==> src/rtl/exc_pkg.sv <==
package exc_pkg;

   typedef enum logic [2:0] {
      SRC_RESET = 3'd0,
      SRC_UNDEF = 3'd1,
      SRC_TRAP  = 3'd2,
      SRC_PABT  = 3'd3,
      SRC_DABT  = 3'd4,
      SRC_RSVD  = 3'd5,
      SRC_IRQ   = 3'd6,
      SRC_FIQ   = 3'd7
   } src_e;

   typedef enum logic [2:0] {
      PH_IDLE,
      PH_MODE,
      PH_SAVE,
      PH_LINK,
      PH_MASK
   } phase_e;

   localparam int MODE_W = 5;
   localparam int NSRC   = 8;
   localparam int NBANK  = 5;

   localparam logic [MODE_W-1:0] MD_USER = 5'h10;
   localparam logic [MODE_W-1:0] MD_FAST = 5'h11;
   localparam logic [MODE_W-1:0] MD_IRQ  = 5'h12;
   localparam logic [MODE_W-1:0] MD_SUPV = 5'h13;
   localparam logic [MODE_W-1:0] MD_ABRT = 5'h17;
   localparam logic [MODE_W-1:0] MD_UNDF = 5'h1B;
   localparam logic [MODE_W-1:0] MD_SYS  = 5'h1F;

   localparam logic [MODE_W-1:0] BANK_MODE [NBANK] =
      '{MD_FAST, MD_IRQ, MD_SUPV, MD_ABRT, MD_UNDF};

   // Served order, highest priority first
   localparam src_e SERVE_ORDER [7] =
      '{SRC_RESET, SRC_DABT, SRC_FIQ, SRC_IRQ, SRC_PABT, SRC_UNDEF, SRC_TRAP};

   function automatic logic [MODE_W-1:0] mode_of(input src_e s);
      case (s)
         SRC_RESET, SRC_TRAP : return MD_SUPV;
         SRC_UNDEF           : return MD_UNDF;
         SRC_PABT, SRC_DABT  : return MD_ABRT;
         SRC_IRQ             : return MD_IRQ;
         SRC_FIQ             : return MD_FAST;
         default             : return MD_SUPV;
      endcase
   endfunction

   // Returns NBANK when the mode owns no saved-status register
   function automatic logic [2:0] bank_of(input logic [MODE_W-1:0] m);
      logic [2:0] idx;
      idx = 3'(NBANK);
      for (int i = 0; i < NBANK; i++)
         if (BANK_MODE[i] == m) idx = 3'(i);
      return idx;
   endfunction

   function automatic logic [3:0] link_adj(input src_e s);
      case (s)
         SRC_IRQ, SRC_FIQ, SRC_PABT : return 4'd4;
         SRC_DABT                   : return 4'd8;
         default                    : return 4'd0;
      endcase
   endfunction

endpackage

==> src/rtl/exc_prio_sel.sv <==
module exc_prio_sel
   import exc_pkg::*;
(
   input  logic [NSRC-1:0] req,
   input  logic            irq_blk,
   input  logic            fiq_blk,
   input  logic            ex_done,
   input  logic            enable,
   output logic            take,
   output src_e            src
);

   logic [NSRC-1:0] keep;
   logic [NSRC-1:0] elig;

   always_comb begin
      keep           = '1;
      keep[SRC_RSVD] = 1'b0;
      keep[SRC_IRQ]  = ~irq_blk & ex_done;
      keep[SRC_FIQ]  = ~fiq_blk & ex_done;
      elig           = req & keep & {NSRC{enable}};
   end

   // Walk from lowest to highest priority so the highest one wins
   always_comb begin
      take = 1'b0;
      src  = SRC_RESET;
      for (int i = 6; i >= 0; i--) begin
         if (elig[SERVE_ORDER[i]]) begin
            take = 1'b1;
            src  = SERVE_ORDER[i];
         end
      end
   end

endmodule

==> src/rtl/exc_vec_gen.sv <==
module exc_vec_gen
   import exc_pkg::*;
#(
   parameter int                ADDR_W    = 32,
   parameter logic [ADDR_W-1:0] LOW_BASE  = '0,
   parameter logic [ADDR_W-1:0] HIGH_BASE = 32'hFFFF_0000,
   parameter int                BASE_SEL  = 0
)(
   input  logic              hi_sel,
   input  src_e              src,
   output logic [ADDR_W-1:0] addr
);

   localparam int OFS_W = $bits(src_e) + 2;

   logic [ADDR_W-1:0] base;
   logic [OFS_W-1:0]  ofs;

   generate
      if (BASE_SEL == 0) begin : g_pin_base
         assign base = hi_sel ? HIGH_BASE : LOW_BASE;
      end else if (BASE_SEL == 1) begin : g_low_base
         assign base = LOW_BASE;
      end else begin : g_high_base
         assign base = HIGH_BASE;
      end
   endgenerate

   assign ofs  = {src, 2'b00};
   assign addr = base + ADDR_W'(ofs);

endmodule

==> src/rtl/exc_status_bank.sv <==
module exc_status_bank
   import exc_pkg::*;
#(
   parameter int                STAT_W   = 32,
   parameter logic [STAT_W-1:0] STAT_RST = 32'h0000_00D3
)(
   input  logic              clk,
   input  logic              rst_n,
   input  logic              cur_wr_en,
   input  logic [STAT_W-1:0] cur_wr_data,
   input  logic              mode_wr_en,
   input  logic [MODE_W-1:0] mode_wr_val,
   input  logic              save_en,
   input  logic [MODE_W-1:0] save_mode,
   input  logic [STAT_W-1:0] save_data,
   input  logic              mask_en,
   input  logic [STAT_W-1:0] mask_bits,
   input  logic              restore_en,
   output logic [STAT_W-1:0] status_q
);

   logic [STAT_W-1:0] bank_q [NBANK];
   logic [2:0]        cur_bank;
   logic              cur_banked;

   generate
      for (genvar b = 0; b < NBANK; b++) begin : g_bank
         always_ff @(posedge clk) begin
            if (!rst_n)
               bank_q[b] <= '0;
            else if (save_en && save_mode == BANK_MODE[b])
               bank_q[b] <= save_data;
         end
      end
   endgenerate

   assign cur_bank   = bank_of(status_q[MODE_W-1:0]);
   assign cur_banked = (cur_bank < 3'(NBANK));

   always_ff @(posedge clk) begin
      if (!rst_n)
         status_q <= STAT_RST;
      else if (restore_en) begin
         if (cur_banked)
            status_q <= bank_q[cur_bank];
      end
      else if (cur_wr_en)
         status_q <= cur_wr_data;
      else if (mode_wr_en)
         status_q[MODE_W-1:0] <= mode_wr_val;
      else if (mask_en)
         status_q <= status_q | mask_bits;
   end

endmodule

==> src/rtl/exc_entry_unit.sv <==
module exc_entry_unit
   import exc_pkg::*;
#(
   parameter int                ADDR_W    = 32,
   parameter int                STAT_W    = 32,
   parameter int                IRQ_BIT   = 7,
   parameter int                FIQ_BIT   = 6,
   parameter int                BASE_SEL  = 0,
   parameter logic [ADDR_W-1:0] LOW_BASE  = '0,
   parameter logic [ADDR_W-1:0] HIGH_BASE = 32'hFFFF_0000
)(
   input  logic              clk,
   input  logic              rst_n,
   input  logic              hi_vec,
   input  logic              ex_done,
   input  logic              req_reset,
   input  logic              req_undef,
   input  logic              req_trap,
   input  logic              req_pabt,
   input  logic              req_dabt,
   input  logic              irq_req,
   input  logic              fiq_req,
   input  logic [ADDR_W-1:0] resume_pc,
   input  logic              st_wr_en,
   input  logic [STAT_W-1:0] st_wr_data,
   input  logic              exc_ret,
   output logic [STAT_W-1:0] status_q,
   output logic              busy,
   output logic [2:0]        exc_src,
   output logic              save_we,
   output logic [MODE_W-1:0] save_mode,
   output logic              link_we,
   output logic [MODE_W-1:0] link_mode,
   output logic [ADDR_W-1:0] link_data,
   output logic              vec_valid,
   output logic [ADDR_W-1:0] vec_addr
);

   localparam logic [STAT_W-1:0] IRQ_MASK = STAT_W'(1) << IRQ_BIT;
   localparam logic [STAT_W-1:0] FIQ_MASK = STAT_W'(1) << FIQ_BIT;
   localparam logic [STAT_W-1:0] STAT_RST = IRQ_MASK | FIQ_MASK | STAT_W'(MD_SUPV);

   generate
      if (ADDR_W < 8) begin : g_chk_addr
         $error("exc_entry_unit: ADDR_W must be at least 8");
      end
      if (STAT_W < 8) begin : g_chk_stat
         $error("exc_entry_unit: STAT_W must be at least 8");
      end
      if (IRQ_BIT == FIQ_BIT || IRQ_BIT < MODE_W || FIQ_BIT < MODE_W ||
          IRQ_BIT >= STAT_W || FIQ_BIT >= STAT_W) begin : g_chk_bits
         $error("exc_entry_unit: mask bit positions invalid");
      end
      if (BASE_SEL < 0 || BASE_SEL > 2) begin : g_chk_base
         $error("exc_entry_unit: BASE_SEL must be 0, 1 or 2");
      end
   endgenerate

   phase_e            ph_q;
   src_e              src_q;
   src_e              win_src;
   logic              win_take;
   logic              idle;
   logic [STAT_W-1:0] old_st_q;
   logic [ADDR_W-1:0] link_q;
   logic [NSRC-1:0]   req_vec;
   logic [MODE_W-1:0] new_mode;
   logic [STAT_W-1:0] mask_bits;

   assign idle = (ph_q == PH_IDLE);

   always_comb begin
      req_vec            = '0;
      req_vec[SRC_RESET] = req_reset;
      req_vec[SRC_UNDEF] = req_undef;
      req_vec[SRC_TRAP]  = req_trap;
      req_vec[SRC_PABT]  = req_pabt;
      req_vec[SRC_DABT]  = req_dabt;
      req_vec[SRC_IRQ]   = irq_req;
      req_vec[SRC_FIQ]   = fiq_req;
   end

   exc_prio_sel u_prio (
      .req     (req_vec),
      .irq_blk (status_q[IRQ_BIT]),
      .fiq_blk (status_q[FIQ_BIT]),
      .ex_done (ex_done),
      .enable  (idle),
      .take    (win_take),
      .src     (win_src)
   );

   always_ff @(posedge clk) begin
      if (!rst_n) begin
         ph_q     <= PH_IDLE;
         src_q    <= SRC_RESET;
         old_st_q <= '0;
         link_q   <= '0;
      end else begin
         case (ph_q)
            PH_IDLE: if (win_take) begin
               ph_q     <= PH_MODE;
               src_q    <= win_src;
               old_st_q <= status_q;
               link_q   <= resume_pc + ADDR_W'(link_adj(win_src));
            end
            PH_MODE: ph_q <= PH_SAVE;
            PH_SAVE: ph_q <= PH_LINK;
            PH_LINK: ph_q <= PH_MASK;
            default: ph_q <= PH_IDLE;
         endcase
      end
   end

   assign new_mode  = mode_of(src_q);
   assign mask_bits = (src_q == SRC_FIQ) ? (IRQ_MASK | FIQ_MASK) : IRQ_MASK;

   exc_status_bank #(
      .STAT_W   (STAT_W),
      .STAT_RST (STAT_RST)
   ) u_bank (
      .clk         (clk),
      .rst_n       (rst_n),
      .cur_wr_en   (idle && !win_take && st_wr_en),
      .cur_wr_data (st_wr_data),
      .mode_wr_en  (ph_q == PH_MODE),
      .mode_wr_val (new_mode),
      .save_en     (ph_q == PH_SAVE),
      .save_mode   (new_mode),
      .save_data   (old_st_q),
      .mask_en     (ph_q == PH_MASK),
      .mask_bits   (mask_bits),
      .restore_en  (idle && !win_take && !st_wr_en && exc_ret),
      .status_q    (status_q)
   );

   exc_vec_gen #(
      .ADDR_W    (ADDR_W),
      .LOW_BASE  (LOW_BASE),
      .HIGH_BASE (HIGH_BASE),
      .BASE_SEL  (BASE_SEL)
   ) u_vec (
      .hi_sel (hi_vec),
      .src    (src_q),
      .addr   (vec_addr)
   );

   assign busy      = !idle;
   assign exc_src   = src_q;
   assign save_we   = (ph_q == PH_SAVE);
   assign save_mode = new_mode;
   assign link_we   = (ph_q == PH_LINK);
   assign link_mode = new_mode;
   assign link_data = link_q;
   assign vec_valid = (ph_q == PH_MASK);

endmodule

==> config.mk <==
export PLATFORM = sky130hd
export DESIGN_NAME = exc_entry_unit
export DESIGN_NICKNAME = d
export VERILOG_FILES = /design/src/rtl/exc_pkg.sv /design/src/rtl/exc_prio_sel.sv /design/src/rtl/exc_vec_gen.sv /design/src/rtl/exc_status_bank.sv /design/src/rtl/exc_entry_unit.sv
export SDC_FILE = /design/constraint.sdc
export NUM_CORES = 1
export LEC_CHECK = 0
export ABC_AREA = 1
export BUFFER_PORTS_ARGS = -buffer_cell sky130_fd_sc_hd__buf_4
export CAP_MARGIN = 20
export CORE_MARGIN = 2
export CORE_UTILIZATION = 58
export DETAILED_ROUTE_END_ITERATION = 8
export GPL_ROUTABILITY_DRIVEN = 1
export HOLD_SLACK_MARGIN = 0.06
export PLACE_DENSITY = 0.8
export SYNTH_ARGS = -nofsm -noshare
export SYNTH_HDL_FRONTEND = slang
export SYNTH_HIERARCHICAL = 1
export SYNTH_SLANG_ARGS = --single-unit
==> constraint.sdc <==
create_clock -name clk -period 3.2 [get_ports clk]
set_input_delay 0.32 -clock clk [delete_from_list [all_inputs] [get_ports clk]]
set_output_delay 0.32 -clock clk [all_outputs]
set_load 0.01 [all_outputs]
==> metrics.md, run 1 <==
| Metric | Value |
|---|---|
| Die width | 157.2 um |
| Max-Cap Viols | 0 |
| Global route overflow | 0 |
| Leakage dissipation | 0.007126 uW |
| HPWL after DPL | 25070 um |
| Vias | 12146 |
| Met2 usage | 0.5396 |
| Most common cell after layout, fill and taps aside | nand2_1 |
| Num CTS Buffers | 28 |
| Met3 Use GR | 0.08122 |
| Crit path top cell by count | nand2_1 |
| Required time of the critical path | 3.63 ns |
| NetSw | 4173 uW |
| Combinational group share of total power | 0.350 |
| GRT Total Usage | 0.3252 |
| Vias in the first global route | 11789 |
| Fin. max-slew vios | 0 |
| Crit-path cells | nor2_2 -> nand2_2 -> inv_2 -> nand2_1 -> inv_2 -> nand2_2 -> a21oi_1 -> o21a_1 -> ha_1 -> fa_1 -> inv_1 -> nor2_4 -> nand2_2 -> nor2_4 -> nand2_1 -> nand2_1 -> nand3_1 -> nand2_1 -> inv_1 |
| WL per Instance | 17.45 um |
| Post-CTS Setup Inserts | 0 |
| Register area | 6847 um2 |
| Syn avg cell area | 7.611 um2 |
| Netlist Area Pre-Place | 13620 um2 |
| Clock Latency Late Sink | 0.54 ns |
| Sequential power share | 0.372 |
| Design Area, Final | 15820 um2 |
| Post-route DRC | 0 |
| CTS Buffer Depth | 3 |
| Crit path max fanout | 7 |
| P&R area growth vs syn | 16.21% |
| Sw frac | 0.3728 |
| Most frequent cells in the layout | nand2_1 (456), inv_1 (281), nor2_1 (253) |
| Placed Cells | 2217 |
| PortBufs | 157 |
| DIE AREA | 24720 um2 |
| Slew headroom | 0.2992 |
| Share of cells above drive strength 1 | 0.1363 |
| Number of detailed-route iterations in the first pass | 7 |
| ANT nets after route | 0 |
| Sequential element share of the synthesized area | 0.5028 |
| Final setup vio count | 0 |
| CTS Sinks | 262 |
| Ports | 190 |
| Clock power share | 0.277 |
| Top Usage Layer GRT | met2 |
| Final hold violation count | 0 |
| Worst hold path type | input pin to flop |
| DRT iter0 DRCs | 1321 |
| Startpoint types | flop |
| Fill count | 1885 |
| Layout net count | 2010 |
| Total core area | 23260 um2 |
| Critical-path top delay cell | dfxtp_1 |
| Worst vdd ir | 0.6648 mV |
| Period utilization | 0.9302 |
| PD cells | 707.4 nW/um2 |
| Netlist cell types | 38 |
| GR Util met1 | 0.4174 |
| Post-Route Skew | 0.01570 ns |
| Setup CP Type | flop to flop |
| First-pass GRT wire length | 62110 um |
| Worst setup EP type | flop |
| Vias/cell | 5.348 |
| Max Clock Freq | 0.3360 GHz |
| Initial antenna violation count | 1 |
| Num rows | 56 |
| Pwr Total | 11190 uW |
| Max incr delay on CP | 0.34 ns |
| Placed Area | 14910 um2 |
| Clk slew on worst S/H paths | 0.06 ns |
| YS warnings | 6 |
| Worst slew pin tran | 1.047 ns |
| Synth Register Bits | 262 |
| Starting Density | 0.5853 |
| Internal power | 7021 uW |
| Largest net degree at the start of global routing | 65 |
| Die Y | 157.2 um |
| H-Tree Depth | 1 |
| RSZ-0062 raised after global routing | no |
| Total routed wirelength | 39640 um |
| Outcome | finished, final reports clean |
| Root Buffer | clkbuf_16 |
| Synth Instances | 1789 |
| Finished Core Util | 0.6802 |
| Crit path DAT | 3.41 ns |
| Area of the multi-input gates | 5151 um2 |
| CTS tree | yes |
| Clock period minus worst slack | 2.977 ns |
| Routability cong. | 0.9644 |
| Post-route insts no fill | 2271 |
-- final timing paths --
check,startpoint,to,slack [ns],cells past startpoint
worst max register to register,ph_q[2],link_data[26],0.22,19
worst max-delay path,ph_q[2],link_data[26],0.22,19
worst min register to register,link_data[3],link_data[3],0.46,2
worst min-delay path,st_wr_data[1],u_bank/status_q[1],0.09,5
-- metrics by stage --
step | setup TNS (ns) | hold slack [ns] | setup WS [ns]
4_1_cts | 0 | 0.08024 | 0.2233
3_3_place_gp | 0 | 0.4517 | 0.1276
3_5_place_dp | -0.1999 | 0.4554 | -0.03600
6_report | 0 | 0.09089 | 0.2234
5_1_grt | 0 | 0.1017 | 0.007805
2_1_floorplan | 0 | 0.4436 | 0.7270
-- registers in the layout, indices dropped and copies added, names as in the netlist --
name	flops
exc_src	3
u_bank/status_q	32
link_data	32
ph_q	3
old_st_q	32
u_bank/bank_q	160
-- cell families (layout without fill, tap and decap cells) --
| logic type | count (synthesis) | after routing | synth area share |
|---|---|---|---|
| DFF | 262 | 262 | 0.5028 |
| buffers and inverters | 411 | 528 | 0.1320 |
| adders and majority gates | 3 | 3 | 0.003308 |
| AOI/OAI and AO/OA | 200 | 200 | 0.08234 |
| xor gates and xnor gates | 9 | 9 | 0.005790 |
| other | 3 | 49 | 0.0008270 |
| and+or+nand+nor | 901 | 901 | 0.2729 |
-- metal layers --
| layer | share of wire | vias to the layer above |
|---|---|---|
| met5 | 0 | - |
| met4 | 0.029 | 0 |
| met3 | 0.12 | 102 |
| met2 | 0.47 | 642 |
| met1 | 0.38 | 5619 |
| li1 | - | 5783 |
-- worst max-delay path: cells and delay by family (launching register included) --
kind / cells / cell delay [ns]
compound gates: 2 / 0.50
flops: 1 / 0.34
buf+inv: 4 / 0.32
fa+ha+maj: 2 / 0.49
simple gates: 11 / 1.22
-- area by class of cell --
| type | count | area share |
|---|---|---|
| multi-input combinational | 1161 | 0.3256 |
| sequential | 262 | 0.4327 |
| inverter | 293 | 0.06959 |
| tap | 319 | 0.02523 |
| clock buffer | 43 | 0.05172 |
| timing repair buffer | 184 | 0.09102 |
| antenna | 1 | 0.0001582 |
| clock inverter | 8 | 0.004033 |
-- power by group through the flow --
stage | clock (uW) | combinational, uW | sequential [uW]
4_1_cts | 3120 | 3880 | 4160
3_3_place_gp | 0 | 3750 | 4220
3_5_place_dp | 0 | 3850 | 4230
2_1_floorplan | 0 | 2590 | 4250
6_report | 3100 | 3920 | 4170
5_1_grt | 3250 | 4320 | 4200
-- synthesized netlist by cell type, drive strengths merged --
library cell | n | share of area
xor2 | 2 | 0.0013
fa | 1 | 0.0015
nor3 | 10 | 0.0037
dfxtp | 102 | 0.15
xnor2 | 7 | 0.0045
or2 | 3 | 0.0014
nor3b | 2 | 0.0011
nand3 | 141 | 0.052
nor2 | 262 | 0.075
clkbuf | 42 | 0.012
conb | 3 | 0.00083
o211ai | 1 | 0.0016
nand3b | 3 | 0.0017
o21ai | 91 | 0.034
o21a | 20 | 0.011
nand4 | 7 | 0.0037
inv | 284 | 0.078
buf | 76 | 0.040
o21bai | 2 | 0.0011
clkinv | 9 | 0.0026
nand2 | 473 | 0.13
edfxtp | 160 | 0.35
ha | 2 | 0.0018
a21oi | 86 | 0.034
-- timing repair --
action / CTS / global route
hold endpoints to repair: 2 / 0
hold buffers: 2 / 0
gates resized for setup: 1 / 1
pin swaps: 0 / 0
endpoints found under the setup margin: 15 / 6
Note: power is estimated with default switching activity, not from simulation.
==> run 2: changes to the inputs <==
MAX_ROUTING_LAYER = met4   (was default)
==> run 2 against run 1 <==
Sequential share of layout area down 0.18 points. Fmax up 4.1%. Clock-buffer cell count down 3. Hold slack worse by 0.0029 ns. Critical path type unchanged. Clock skew up 0.0047 ns. Utilization up 0.29 points. Clock power about the same. Die area unchanged.
==> metrics.md, run 2 (same netlist as run 1, synthesis figures left out) <==
| Metric | Value |
|---|---|
| DRT iter0 DRCs | 1176 |
| Initial antenna violation count | 0 |
| Number of detailed-route iterations in the first pass | 5 |
| Placed Cells | 2222 |
| Reg2Reg Depth | 19 |
| Layout net count | 2018 |
| Total routed wirelength | 39760 um |
| H-Tree Depth | 1 |
| Most common cell after layout, fill and taps aside | nand2_1 |
| RSZ-0062 raised after global routing | no |
| Total core area | 23260 um2 |
| Worst setup margin | 0.3397 ns |
| Leakage dissipation | 0.007164 uW |
| Crit-path cells | nor2_2 -> nand2_2 -> inv_2 -> nand2_1 -> inv_2 -> nand2_2 -> a21oi_1 -> o21a_1 -> ha_1 -> fa_1 -> inv_1 -> nor2_4 -> nand2_2 -> nor2_4 -> nand2_1 -> nand2_1 -> nand3_1 -> nand2_1 -> inv_1 |
| Die Y | 157.2 um |
| CTS Buffer Depth | 3 |
| Vias/cell | 5.265 |
| Largest net degree at the start of global routing | 65 |
| Final hold violation count | 0 |
| Fin. max-slew vios | 0 |
| Slew headroom | 0.3733 |
| Outcome | finished, final reports clean |
| Most flops, register | u_bank/bank_q |
| First-pass GRT wire length | 61290 um |
| DIE AREA | 24720 um2 |
| Crit path buf inv count | 4 |
| Period utilization | 0.8939 |
| Ports | 190 |
| Critical-path top delay cell | dfxtp_1 |
| Die width | 157.2 um |
| Max-Cap Viols | 0 |
| Setup CP Type | flop to flop |
| Vias in the first global route | 11702 |
| Share of cells above drive strength 1 | 0.1426 |
| Worst slack, placed | -0.02105 ns |
| Hold Crit Depth | 5 |
| Root Buffer | clkbuf_16 |
| R2R Path Start | ph_q[2] |
| Post-route DRC | 0 |
| Clk slew on worst S/H paths | 0.06 ns |
| Pwr Total | 11220 uW |
| Num CTS Buffers | 27 |
| Vias | 11984 |
| PortBufs | 157 |
| Fill count | 1923 |
| Clock Latency Late Sink | 0.54 ns |
| Crit path DAT | 3.28 ns |
| Most frequent cells in the layout | nand2_1 (456), inv_1 (281), nor2_1 (252) |
| PD cells | 706.4 nW/um2 |
| Post-route insts no fill | 2276 |
| Setup TNS | 0 ns |
| Worst reg2reg path endpoint | link_data[26] |
| Num rows | 56 |
| Crit path top cell by count | nand2_1 |
| WL per Instance | 17.47 um |
| Max incr delay on CP | 0.35 ns |
| GRT Total Usage | 0.3311 |
| Clock period minus worst slack | 2.860 ns |
| Global route overflow | 0 |
| Critical hold path startpoint | resume_pc[31] |
| Worst setup EP type | flop |
| Final setup vio count | 0 |
| Max FFs per register | 160 |
| HPWL after DPL | 25080 um |
| Routability cong. | 0.9193 |
| Startpoint types | flop |
| CTS tree | yes |
| ANT nets after route | 0 |
| Worst slew pin tran | 0.9401 ns |
| Crit path max fanout | 7 |
| Hold Crit Endpoint | link_data[31] |
| ANT cells | 0 |
| R2r setup slk | 0.34 ns |
| CTS Sinks | 262 |
| Required time of the critical path | 3.62 ns |
| Max Clock Freq | 0.3496 GHz |
| Post-Route Skew | 0.02043 ns |
| Starting Density | 0.5853 |
| CP top delay family | simple AND/OR/NAND/NOR gates |
| Worst hold path type | input pin to flop |
| Worst vdd ir | 0.5288 mV |
| P&R area growth vs syn | 16.70% |
run 2: cell types whose count changed in the layout (fill, tap and decap cells not counted), moves of 2 or more:
| cell | before | now |
|---|---|---|
| clkbuf_1 | 10 | 7 |
| clkinv_1 | 12 | 9 |
| clkinv_2 | 3 | 5 |
| buf_4 | 177 | 186 |
run 2: worst register-to-register path: cells and delay by family (launching register included):
family                   cells  cell delay, ns
AO/OA/AOI/OAI                2            0.48
flip-flops                   1            0.35
buffers and inverters        4            0.31
AND/OR/NAND/NOR             11            1.10
adder cells (fa/ha/maj)      2            0.50
run 2: stage by stage:
step	hold slack, ns	cell area, um2	utilization
finish	0.08798	15890	0.6830
global route	0.1055	15890	0.6830
floorplan	0.4436	13780	-
CTS	0.07580	15820	0.6802
global placement	0.4512	14920	0.6415
detailed placement	0.4552	14920	0.6415
run 2: per-layer routing:
metal,track usage,vias up,part of all wire
met5,-,-,0
met4,0.1199,0,0.035
met3,0.07682,108,0.11
met2,0.5365,633,0.48
met1,0.4077,5462,0.37
li1,-,5781,-
run 2: worst max path at each step:
stage                 start                   to  slack [ns]  depth (start not counted)
finish              ph_q[2]        link_data[26]        0.34                         19
global route        ph_q[2]  u_bank/status_q[30]        0.04                         17
CTS                 ph_q[2]        link_data[26]        0.24                         19
detailed placement  ph_q[2]  u_bank/status_q[29]       -0.02                         17
global placement    ph_q[2]   u_bank/status_q[7]        0.13                         17
floorplan           ph_q[2]        link_data[24]        0.73                         20
run 2: area by class of cell:
cell class	count	area [um2]	share of cell area
well taps	319	399.1	0.02512
clock inverters	8	70.07	0.004410
inverters	293	1101	0.06930
repair buffers	192	1491	0.09387
clock buffers	40	807.0	0.05079
multi-input cells	1162	5174	0.3256
flip-flops and latches	262	6847	0.4309
run 2: power breakdown:
part	internal (uW)	switching, uW
clock network	1820	1280
registers	3910	266
logic	1310	2630
run 2: timing repair:
action	CTS	global route
resized for setup	1	6
hold buffers	2	0
pin swaps	0	2
cloned	0	1
setup buffers	0	2
hold endpoints to repair	2	0
endpoints found under the setup margin	15	19
